<file path="src/rtl/aggvec_pkg.sv">
package aggvec_pkg;

    typedef enum logic [1:0] {
        ST_IDLE = 2'd0,
        ST_AGG  = 2'd1,
        ST_SCAN = 2'd2,
        ST_DONE = 2'd3
    } scan_state_t;

endpackage

</file>
<file path="src/rtl/aggvec_first_set.sv">
module aggvec_first_set #(
    parameter int W = 8,
    localparam int IDX_W = (W > 1) ? $clog2(W) : 1
) (
    input  logic [W-1:0]     vec,
    output logic             found,
    output logic [IDX_W-1:0] idx
);

    // lowest set position wins
    always_comb begin
        found = |vec;
        idx   = '0;
        for (int i = W - 1; i >= 0; i--) begin
            if (vec[i]) idx = IDX_W'(i);
        end
    end

endmodule

</file>
<file path="src/rtl/aggvec_store.sv">
module aggvec_store #(
    parameter int N_RULES  = 32,
    parameter int AGG_SIZE = 4,
    parameter int N_INTV   = 8,
    localparam int N_GRP   = N_RULES / AGG_SIZE,
    localparam int INTV_W  = (N_INTV > 1) ? $clog2(N_INTV) : 1,
    localparam int GRP_W   = (N_GRP > 1) ? $clog2(N_GRP) : 1
) (
    input  logic                clk,
    input  logic                rst_n,
    input  logic                wr_en,
    input  logic [INTV_W-1:0]   wr_intv,
    input  logic [N_RULES-1:0]  wr_vec,
    input  logic [INTV_W-1:0]   agg_intv,
    output logic [N_GRP-1:0]    agg_vec,
    input  logic [INTV_W-1:0]   grp_intv,
    input  logic [GRP_W-1:0]    grp_sel,
    output logic [AGG_SIZE-1:0] grp_bits
);

    logic [N_RULES-1:0] full_mem [N_INTV];
    logic [N_GRP-1:0]   sum_mem  [N_INTV];
    logic [N_GRP-1:0]   wr_sum;

    // summary bits computed from the incoming vector at write time
    for (genvar g = 0; g < N_GRP; g++) begin : g_sum
        assign wr_sum[g] = |wr_vec[g*AGG_SIZE +: AGG_SIZE];
    end

    always_ff @(posedge clk) begin
        if (!rst_n) begin
            for (int i = 0; i < N_INTV; i++) begin
                full_mem[i] <= '0;
                sum_mem[i]  <= '0;
            end
        end else if (wr_en) begin
            full_mem[wr_intv] <= wr_vec;
            sum_mem[wr_intv]  <= wr_sum;
        end
    end

    assign agg_vec  = sum_mem[agg_intv];
    assign grp_bits = full_mem[grp_intv][grp_sel*AGG_SIZE +: AGG_SIZE];

endmodule

</file>
<file path="src/rtl/aggvec_match.sv">
module aggvec_match
    import aggvec_pkg::*;
#(
    parameter int N_RULES  = 32,
    parameter int AGG_SIZE = 4,
    parameter int N_DIMS   = 2,
    parameter int N_INTV   = 8,
    localparam int N_GRP   = N_RULES / AGG_SIZE,
    localparam int GRP_W   = (N_GRP > 1) ? $clog2(N_GRP) : 1,
    localparam int BIT_W   = (AGG_SIZE > 1) ? $clog2(AGG_SIZE) : 1,
    localparam int RULE_W  = $clog2(N_RULES),
    localparam int INTV_W  = (N_INTV > 1) ? $clog2(N_INTV) : 1,
    localparam int DIM_W   = (N_DIMS > 1) ? $clog2(N_DIMS) : 1,
    localparam int CNT_W   = $clog2(N_GRP + 1)
) (
    input  logic                       clk,
    input  logic                       rst_n,
    input  logic                       cfg_we,
    input  logic [DIM_W-1:0]           cfg_dim,
    input  logic [INTV_W-1:0]          cfg_intv,
    input  logic [N_RULES-1:0]         cfg_vec,
    input  logic                       start,
    input  logic [N_DIMS*INTV_W-1:0]   lk_intv,
    output logic                       busy,
    output logic                       done,
    output logic                       hit,
    output logic [RULE_W-1:0]          rule_idx,
    output logic                       false_match,
    output logic [CNT_W-1:0]           fetch_cnt
);

    scan_state_t state_q, state_d;

    logic [INTV_W-1:0]   intv_q [N_DIMS];
    logic [N_GRP-1:0]    cand_q;
    logic                hit_q;
    logic [RULE_W-1:0]   rule_q;
    logic                fm_q;
    logic [CNT_W-1:0]    cnt_q;

    logic [N_GRP-1:0]    sum_rd [N_DIMS];
    logic [AGG_SIZE-1:0] grp_rd [N_DIMS];
    logic [N_GRP-1:0]    sum_and;
    logic [AGG_SIZE-1:0] grp_and;

    logic                grp_found;
    logic [GRP_W-1:0]    grp_idx;
    logic                bit_found;
    logic [BIT_W-1:0]    bit_idx;
    logic [N_GRP-1:0]    grp_onehot;
    logic [N_GRP-1:0]    cand_rest;

    logic cfg_ok;
    logic start_ok;

    assign cfg_ok   = cfg_we && (state_q == ST_IDLE);
    assign start_ok = start  && (state_q == ST_IDLE);

    // per-dimension vector memories
    for (genvar d = 0; d < N_DIMS; d++) begin : g_dim
        aggvec_store #(
            .N_RULES  (N_RULES),
            .AGG_SIZE (AGG_SIZE),
            .N_INTV   (N_INTV)
        ) u_store (
            .clk      (clk),
            .rst_n    (rst_n),
            .wr_en    (cfg_ok && (cfg_dim == DIM_W'(d))),
            .wr_intv  (cfg_intv),
            .wr_vec   (cfg_vec),
            .agg_intv (intv_q[d]),
            .agg_vec  (sum_rd[d]),
            .grp_intv (intv_q[d]),
            .grp_sel  (grp_idx),
            .grp_bits (grp_rd[d])
        );
    end

    // cross-dimension conjunction of summaries and of the fetched group
    always_comb begin
        sum_and = '1;
        grp_and = '1;
        for (int d = 0; d < N_DIMS; d++) begin
            sum_and = sum_and & sum_rd[d];
            grp_and = grp_and & grp_rd[d];
        end
    end

    aggvec_first_set #(.W(N_GRP)) u_pick_grp (
        .vec   (cand_q),
        .found (grp_found),
        .idx   (grp_idx)
    );

    aggvec_first_set #(.W(AGG_SIZE)) u_pick_bit (
        .vec   (grp_and),
        .found (bit_found),
        .idx   (bit_idx)
    );

    assign grp_onehot = N_GRP'(1) << grp_idx;
    assign cand_rest  = cand_q & ~grp_onehot;

    // state register
    always_ff @(posedge clk) begin
        if (!rst_n) state_q <= ST_IDLE;
        else        state_q <= state_d;
    end

    // transitions
    always_comb begin
        state_d = state_q;
        unique case (state_q)
            ST_IDLE: if (start_ok) state_d = ST_AGG;
            ST_AGG:  state_d = ST_SCAN;
            ST_SCAN: begin
                if (!grp_found)          state_d = ST_DONE;
                else if (bit_found)      state_d = ST_DONE;
                else if (cand_rest == '0) state_d = ST_DONE;
                else                     state_d = ST_SCAN;
            end
            ST_DONE: state_d = ST_IDLE;
        endcase
    end

    // datapath and result registers
    always_ff @(posedge clk) begin
        if (!rst_n) begin
            for (int d = 0; d < N_DIMS; d++) intv_q[d] <= '0;
            cand_q <= '0;
            hit_q  <= 1'b0;
            rule_q <= '0;
            fm_q   <= 1'b0;
            cnt_q  <= '0;
        end else begin
            unique case (state_q)
                ST_IDLE: begin
                    if (start_ok) begin
                        for (int d = 0; d < N_DIMS; d++)
                            intv_q[d] <= lk_intv[d*INTV_W +: INTV_W];
                        cand_q <= '0;
                        hit_q  <= 1'b0;
                        rule_q <= '0;
                        fm_q   <= 1'b0;
                        cnt_q  <= '0;
                    end
                end
                ST_AGG: cand_q <= sum_and;
                ST_SCAN: begin
                    if (grp_found) begin
                        cnt_q <= cnt_q + CNT_W'(1);
                        if (bit_found) begin
                            hit_q  <= 1'b1;
                            rule_q <= RULE_W'(grp_idx) * RULE_W'(AGG_SIZE) + RULE_W'(bit_idx);
                        end else begin
                            fm_q   <= 1'b1;
                            cand_q <= cand_rest;
                        end
                    end
                end
                ST_DONE: ;
            endcase
        end
    end

    assign busy        = (state_q == ST_AGG) || (state_q == ST_SCAN);
    assign done        = (state_q == ST_DONE);
    assign hit         = hit_q;
    assign rule_idx    = rule_q;
    assign false_match = fm_q;
    assign fetch_cnt   = cnt_q;

endmodule

</file>
<file path="config.mk">
export PLATFORM = sky130hd
export DESIGN_NAME = aggvec_match
export DESIGN_NICKNAME = d
export VERILOG_FILES = /design/src/rtl/aggvec_pkg.sv /design/src/rtl/aggvec_first_set.sv /design/src/rtl/aggvec_store.sv /design/src/rtl/aggvec_match.sv
export SDC_FILE = /design/constraint.sdc
export NUM_CORES = 1
export LEC_CHECK = 0
export BUFFER_PORTS_ARGS = -buffer_cell sky130_fd_sc_hd__buf_2
export CAP_MARGIN = 10
export CORE_MARGIN = 2
export CORE_UTILIZATION = 30
export CTS_BUF_LIST = sky130_fd_sc_hd__clkbuf_4 sky130_fd_sc_hd__clkbuf_8
export CTS_CLUSTER_DIAMETER = 30
export DETAILED_ROUTE_END_ITERATION = 6
export GPL_ROUTABILITY_DRIVEN = 1
export SLEW_MARGIN = 20
export SYNTH_ARGS = -nofsm -noshare
export SYNTH_HDL_FRONTEND = slang
export SYNTH_SLANG_ARGS = --single-unit
</file>
<file path="constraint.sdc">
create_clock -name clk -period 4.7 [get_ports clk]
set_input_delay 0.705 -clock clk [delete_from_list [all_inputs] [get_ports clk]]
set_output_delay 0.705 -clock clk [all_outputs]
set_load 0.02 [all_outputs]
</file>
==> results.rst, run 1 <==
.. list-table::
   :header-rows: 1

   * - Metric
     - Value
   * - Die Span X
     - roughly 320 um
   * - Global-route wire length before repair
     - between 100 and 150 mm
   * - Number of vias after detailed routing
     - 19.28k
   * - Area used by multi-input combinational logic
     - 9821 um^2
   * - Synth Flop Type
     - sky130_fd_sc_hd__edfxtp_1
   * - CTS tree
     - built
   * - Max-cap check violation count
     - 0
   * - Largest buffer count on any clock path
     - 3
   * - FMAX
     - ~240 MHz
   * - Max-slew violation count
     - 0
   * - Final hold violations
     - 0
   * - Critical path data required time
     - 5.33 ns
   * - Clk Latency, worst-skew pair
     - 0.80 ns
   * - # IOs
     - 59
   * - Final HPWL from detailed placement
     - 53.61 mm
   * - Endpoints failing setup
     - 0
   * - Count of yosys warnings during synthesis
     - 0
   * - Final RePlAce weighted congestion
     - 0.8287
   * - Number of synthesized register bits
     - 667
   * - Synthesized cell area
     - 30460 um^2
   * - Final total negative setup slack
     - 0 ns
   * - Top cells by area, synth
     - sky130_fd_sc_hd__edfxtp_1 64%, sky130_fd_sc_hd__mux4_2 9.0%, sky130_fd_sc_hd__and3_1 8.0%
   * - Final ANT Viol Nets
     - 0
   * - Cell type with the largest total area after synthesis
     - sky130_fd_sc_hd__edfxtp_1
   * - Synthesized instance count
     - 2107
   * - Initial Utilization
     - 30.33%
   * - Layout Nets
     - 2226
   * - Standard-cell row count
     - 116
   * - Root buffer cell
     - sky130_fd_sc_hd__clkbuf_8
   * - Launching instance or port of the critical path
     - intv_q[0][1]
   * - CTS buffer count
     - 140
   * - # Post-CTS Setup Buffers
     - 0
   * - Sink count of the clock tree
     - ~670
   * - Wire length per cell
     - 24.82 um
   * - Unique cell type count in the Yosys netlist
     - 60
   * - Share of cells above drive strength 1
     - 23.57%
   * - Leading cell type in the layout, fill and taps excluded
     - sky130_fd_sc_hd__edfxtp_1
   * - Area inside the core boundary
     - approximately 100000 um^2
   * - Synthesis-to-finish area growth
     - 15.75%
   * - Filler Cell Count
     - 9674
   * - Chip Height
     - 322.6 um
   * - Count of instances resized after the clock tree is built
     - 0
   * - Outcome
     - finished, final reports clean
   * - Max FO, Critical Path
     - 80
   * - Largest voltage drop on the vdd net
     - about 0.24 mV
   * - Final critical-path share of the clock period
     - roughly nine tenths
   * - Sequential cell area
     - 19820 um^2
   * - Number of enable flip-flop cells after synthesis
     - 646
   * - Syn avg cell area
     - 14.46 um^2
   * - RSZ-0062 raised after global routing
     - false
   * - Worst-path clk slew
     - 0.06 ns
   * - Final global-route overflow total
     - 0
   * - Part of the Yosys area used for sequential elements
     - 65.07%
   * - Yosys top cell area share
     - a little under two thirds
   * - Reg2Reg Launch Point
     - intv_q[0][1]
   * - Crit path capture type
     - register
   * - Tot GR Track Use
     - 17.44%
   * - Avg Vias per Cell
     - approximately 5.3
   * - Async set or reset register ratio after synthesis
     - 0%
   * - Initial antenna violation count
     - 15
   * - Worst Hold Class
     - in -> reg
   * - CP Launch Type
     - register
   * - Net Count, Synth
     - about 2.2k
   * - Commonest cells after routing, fill and taps aside
     - 646 x sky130_fd_sc_hd__edfxtp_1, 387 x sky130_fd_sc_hd__and3_1, 162 x sky130_fd_sc_hd__nor2_1, 145 x sky130_fd_sc_hd__clkbuf_8, 137 x sky130_fd_sc_hd__and2_1
   * - Number of global-route vias before repair
     - around 20k
   * - Final worst clock skew
     - 0.05142 ns
   * - Post-layout minimum cycle time
     - 4.137 ns
   * - Number of DRC violations after detailed routing
     - 0
   * - Post-cts hold buffer count
     - 0
   * - Pre-CTS worst setup slack
     - roughly 0.56 ns
   * - Pleak
     - roughly 14 nW
   * - Least-Margin Pin Slew
     - around 1.1 ns
   * - Arr. time, crit path
     - 4.77 ns
   * - Pin count of the biggest net entering global routing
     - 98
   * - Worst hold-check slack
     - between 0.2 and 0.25 ns
   * - Floorplan die area
     - 104100 um^2
   * - Smallest setup slack after layout
     - 0.5630 ns
   * - Critical Setup Path Class
     - reg -> reg
   * - Max-slew headroom at the worst pin
     - 28.12%
   * - Power density of the placed cells
     - 445.3 nW/um^2
   * - Final design utilization
     - 35.10%
   * - First DRT Iteration DRCs
     - about 2k
   * - Start point of the worst min-delay path
     - lk_intv[1]
   * - Total number of H-tree levels
     - 4
   * - Total wire length
     - 90.47 mm
   * - Drt first pass iters
     - 6
   * - Buffers on Ports
     - 58
==> power breakdown <==
part           total [mW]  leakage [nW]  internal, mW  switching [mW]
logic                2.42          5.64         0.907            1.52
clock network        6.35          1.46          3.66            2.69
registers            6.93          6.85          6.80           0.122
==> stage by stage <==
stage	power (mW)	std cells	area [um^2]
floorplan	8.634	2107	30460
global placement	9.413	3388	32320
detailed placement	9.454	3388	32320
CTS	15.77	3639	35210
global route	16.23	3644	35250
finish	15.70	3645	35250
==> flip-flops by register name, summed over array words and instances (netlist names) <==
signal                  flops
cand_q                      8
g_dim.u_store.full_mem    512
false_match                 1
hit                         1
rule_idx                    5
state_q                     2
intv_q                      6
fetch_cnt                   4
g_dim.u_store.sum_mem     128
==> routing by layer <==
layer  routed length (um)  vias up  global-route usage [%]
met5                   62        -                       0
met4                 2299       12                   5.571
met3                 7895      183                   4.596
met2                43250      891                   28.08
met1                36960     9972                   22.94
li1                     -     8222                       -
==> cells in the mapped netlist, drive strengths merged, types with 5 or more instances <==
master / instances
edfxtp: 646
and3: 388
nor2: 163
clkbuf: 158
and2: 137
mux4: 126
nand2: 93
mux2i: 81
buf: 46
mux2: 28
nand3: 24
dfxtp: 21
nor2b: 21
nor4: 17
o21ai: 17
a21oi: 14
nor3: 12
o22ai: 12
nand2b: 11
inv: 8
a211oi: 6
a22o: 6
ha: 6
o2111ai: 6
a2111oi: 5
a31oi: 5
a32o: 5
nand4: 5
==> cells by family (layout without fill, tap and decap cells) <==
family	Yosys count	in the layout	share of synthesized area (%)
compound gates	100	100	2.370
xor+xnor	2	2	0.05752
fa+ha+maj	7	7	0.2793
other cells	0	5	0
mux	235	235	13.06
flops	667	667	65.07
simple gates	884	884	16.02
buf+inv	212	388	3.139
==> critical path: stages, from the launching register on <==
cell                        delay, ns
sky130_fd_sc_hd__edfxtp_1        0.37
sky130_fd_sc_hd__buf_12          0.42
sky130_fd_sc_hd__nor2b_1         0.74
sky130_fd_sc_hd__a32oi_1         0.12
sky130_fd_sc_hd__o2111ai_1       0.25
sky130_fd_sc_hd__o31ai_1         0.15
sky130_fd_sc_hd__or4_4           0.58
sky130_fd_sc_hd__nor4_4          0.77
sky130_fd_sc_hd__o21ai_4         0.22
sky130_fd_sc_hd__mux2i_1         0.18
==> final timing paths <==
kind | to | cells past startpoint | slack (ns)
min | intv_q[0][1] | 2 | 0.21
min reg2reg | rule_idx[4] | 2 | 0.50
max | cand_q[7] | 9 | 0.56
max reg2reg | cand_q[7] | 9 | 0.56
==> final cells by class <==
class / instances / area share (%)
Antenna cell: 5 / 0.03549
Clock buffer: 165 / 6.087
Clock inverter: 86 / 2.119
Inverter: 8 / 0.08518
Multi-Input combinational cell: 1228 / 27.86
Sequential cell: 667 / 56.22
Tap cell: 1357 / 4.816
Timing Repair Buffer: 129 / 2.783
Power figures use the tool's default switching activity.
==> run 2: changes to the inputs <==
Settings changed: ABC_AREA set to 0, CORE_UTILIZATION 30 to 29.
==> results.rst, run 2 (synthesis gave the netlist of run 1 again) <==
.. list-table::
   :header-rows: 1

   * - Metric
     - Value
   * - Post-cts hold buffer count
     - 0 (unchanged)
   * - Final HPWL from detailed placement
     - 54.11 mm (+0.93%)
   * - Final hold violations
     - 0 (unchanged)
   * - Number of global-route vias before repair
     - 19.65k (-1.3%)
   * - Final ANT Viol Nets
     - 0 (unchanged)
   * - RSZ-0062 raised after global routing
     - false
   * - Leading cell type in the layout, fill and taps excluded
     - sky130_fd_sc_hd__edfxtp_1
   * - Max FO, Critical Path
     - 20 (-75%)
   * - Critical Setup Path Class
     - reg -> reg
   * - Wire length per cell
     - 25.41 um (+2.4%)
   * - Worst Hold Class
     - in -> reg
   * - Outcome
     - finished, final reports clean
   * - Final RePlAce weighted congestion
     - 0.8286 (about the same)
   * - Tot GR Track Use
     - 17.25% (-0.19 points)
   * - Number of vias after detailed routing
     - 19.44k (+0.83%)
   * - Avg Vias per Cell
     - 5.296 (+0.12%)
   * - Critical path data required time
     - 5.41 ns (+0.08 ns)
   * - Final design utilization
     - 34.27% (-0.83 points)
   * - Crit path capture type
     - register
   * - CP Launch Type
     - register
   * - Register with the highest flop count
     - g_dim.u_store.full_mem
   * - Placed insts
     - 3410 (+0.65%)
   * - Summed area of non-filler cells in the final layout
     - 35570 um^2 (+0.91%)
   * - Arr. time, crit path
     - 4.54 ns (-0.23 ns)
   * - FMAX
     - 260.6 MHz (+7.8%)
   * - Drt first pass iters
     - 7 (+1)
   * - Max-slew headroom at the worst pin
     - 25.02% (-3.1 points)
   * - Final worst clock skew
     - 0.05264 ns (+0.001219 ns)
   * - Initial antenna violation count
     - 14 (-1)
   * - Final total negative setup slack
     - 0 ns (unchanged)
   * - Post-layout minimum cycle time
     - 3.837 ns (-0.3002 ns)
   * - Layout Nets
     - 2225 (-0.045%)
   * - Commonest cells after routing, fill and taps aside
     - 646 x sky130_fd_sc_hd__edfxtp_1, 387 x sky130_fd_sc_hd__and3_1, 162 x sky130_fd_sc_hd__nor2_1, 144 x sky130_fd_sc_hd__clkbuf_8, 137 x sky130_fd_sc_hd__and2_1
   * - Final critical-path share of the clock period
     - 81.63% (-6.4 points)
   * - Total number of H-tree levels
     - 4 (unchanged)
   * - Pleak
     - 14.08 nW (+0.88%)
   * - Number of DRC violations after detailed routing
     - 0 (unchanged)
   * - Standard-cell row count
     - 118 (+1.7%)
   * - Count of instances resized after the clock tree is built
     - 0 (unchanged)
   * - Die Span X
     - 328.1 um (+1.7%)
   * - # IOs
     - 59 (unchanged)
   * - CTS tree
     - built
   * - Cell area after placement
     - 32430 um^2 (+0.33%)
   * - First DRT Iteration DRCs
     - 2543 (+30%)
   * - Buffers on Ports
     - 58 (unchanged)
   * - CTS buffer count
     - 140 (unchanged)
   * - Share of cells above drive strength 1
     - 23.98% (+0.42 points)
   * - Sink count of the clock tree
     - 667 (unchanged)
   * - Final global-route overflow total
     - 0 (unchanged)
   * - Endpoints failing setup
     - 0 (unchanged)
   * - Synthesis-to-finish area growth
     - 16.79%
   * - Initial Utilization
     - 29.35% (-0.98 points)
   * - # Post-CTS Setup Buffers
     - 0 (unchanged)
   * - Largest voltage drop on the vdd net
     - 0.3124 mV (+28%)
   * - Floorplan die area
     - 107600 um^2 (+3.4%)
   * - Regs by FF count
     - g_dim.u_store.full_mem: 512 flops, g_dim.u_store.sum_mem: 128 flops, cand_q: 8 flops
   * - Chip Height
     - 328.1 um (+1.7%)
   * - Non-filler cells, final
     - 3671 (+0.71%)
   * - Worst-path clk slew
     - 0.06 ns (about the same)
   * - Area inside the core boundary
     - 103800 um^2 (+3.3%)
   * - Max-cap check violation count
     - 0 (unchanged)
   * - Global-route wire length before repair
     - 136.0 mm (+1.7%)
   * - Largest buffer count on any clock path
     - 3 (unchanged)
   * - Flip-flop count of the largest register, all copies and words added
     - 512 (unchanged)
   * - Pin count of the biggest net entering global routing
     - 109 (+11%)
   * - Clk Latency, worst-skew pair
     - 0.79 ns (about the same)
   * - Power density of the placed cells
     - 455.1 nW/um^2 (+2.2%)
   * - Max-slew violation count
     - 0 (unchanged)
   * - Root buffer cell
     - sky130_fd_sc_hd__clkbuf_8
   * - Least-Margin Pin Slew
     - 1.125 ns (+0.04655 ns)
   * - Total wire length
     - 93.28 mm (+3.1%)
-- run 2: power breakdown --
part,switching [mW],internal (mW),leakage [nW],total (mW)
combinational,1.57,0.915,5.67,2.48
clock,2.71,4.09,1.56,6.80
sequential,0.106,6.80,6.85,6.91
-- run 2: metal layers --
metal	global-route usage (%)	wire length [um]
met5	0	55
met4	6.452	2907
met3	3.617	8770
met2	28.20	45270
met1	22.52	36280
-- run 2: stage by stage --
step / hold slack [ns] / setup slack [ns] / power, mW
floorplan: 0.4837 / 1.190 / 8.634
global placement: 0.4951 / 0.7439 / 9.463
detailed placement: 0.4832 / 0.7019 / 9.501
CTS: 0.1578 / 0.6949 / 16.27
global route: 0.2234 / 0.6367 / 16.69
finish: 0.2236 / 0.8632 / 16.19
-- run 2: area by class of cell --
| type | instances | area, um^2 |
|---|---|---|
| antenna | 6 | 15.01 |
| timing repair buffer | 128 | 1047 |
| fill | 9871 | 68220 |
| clock inverter | 84 | 932.1 |
| inverter | 8 | 30.03 |
| tap | 1380 | 1727 |
| sequential | 667 | 19820 |
| multi-input combinational | 1228 | 9826 |
| clock buffer | 170 | 2177 |
-- run 2: critical path, stage by stage, from the launching register on --
cell and delay (ns):
sky130_fd_sc_hd__edfxtp_1 0.42, sky130_fd_sc_hd__buf_4 0.44, sky130_fd_sc_hd__buf_4 0.36, sky130_fd_sc_hd__mux4_2 0.54, sky130_fd_sc_hd__mux2i_1 0.27, sky130_fd_sc_hd__nor3_1 0.10
sky130_fd_sc_hd__nor3_1 0.37, sky130_fd_sc_hd__nand4_1 0.26, sky130_fd_sc_hd__nor4_4 0.32, sky130_fd_sc_hd__buf_4 0.27, sky130_fd_sc_hd__o21ai_4 0.14, sky130_fd_sc_hd__mux2i_1 0.23
-- run 2: worst paths after layout --
check | startpoint | slack, ns | cells after the start | endpoint
hold reg to reg | rule_idx[3] | 0.50 | 2 | rule_idx[3]
setup reg to reg | intv_q[0][1] | 0.86 | 11 | cand_q[6]
setup / recovery | intv_q[0][1] | 0.86 | 11 | cand_q[6]
hold / removal | lk_intv[2] | 0.22 | 2 | intv_q[0][2]
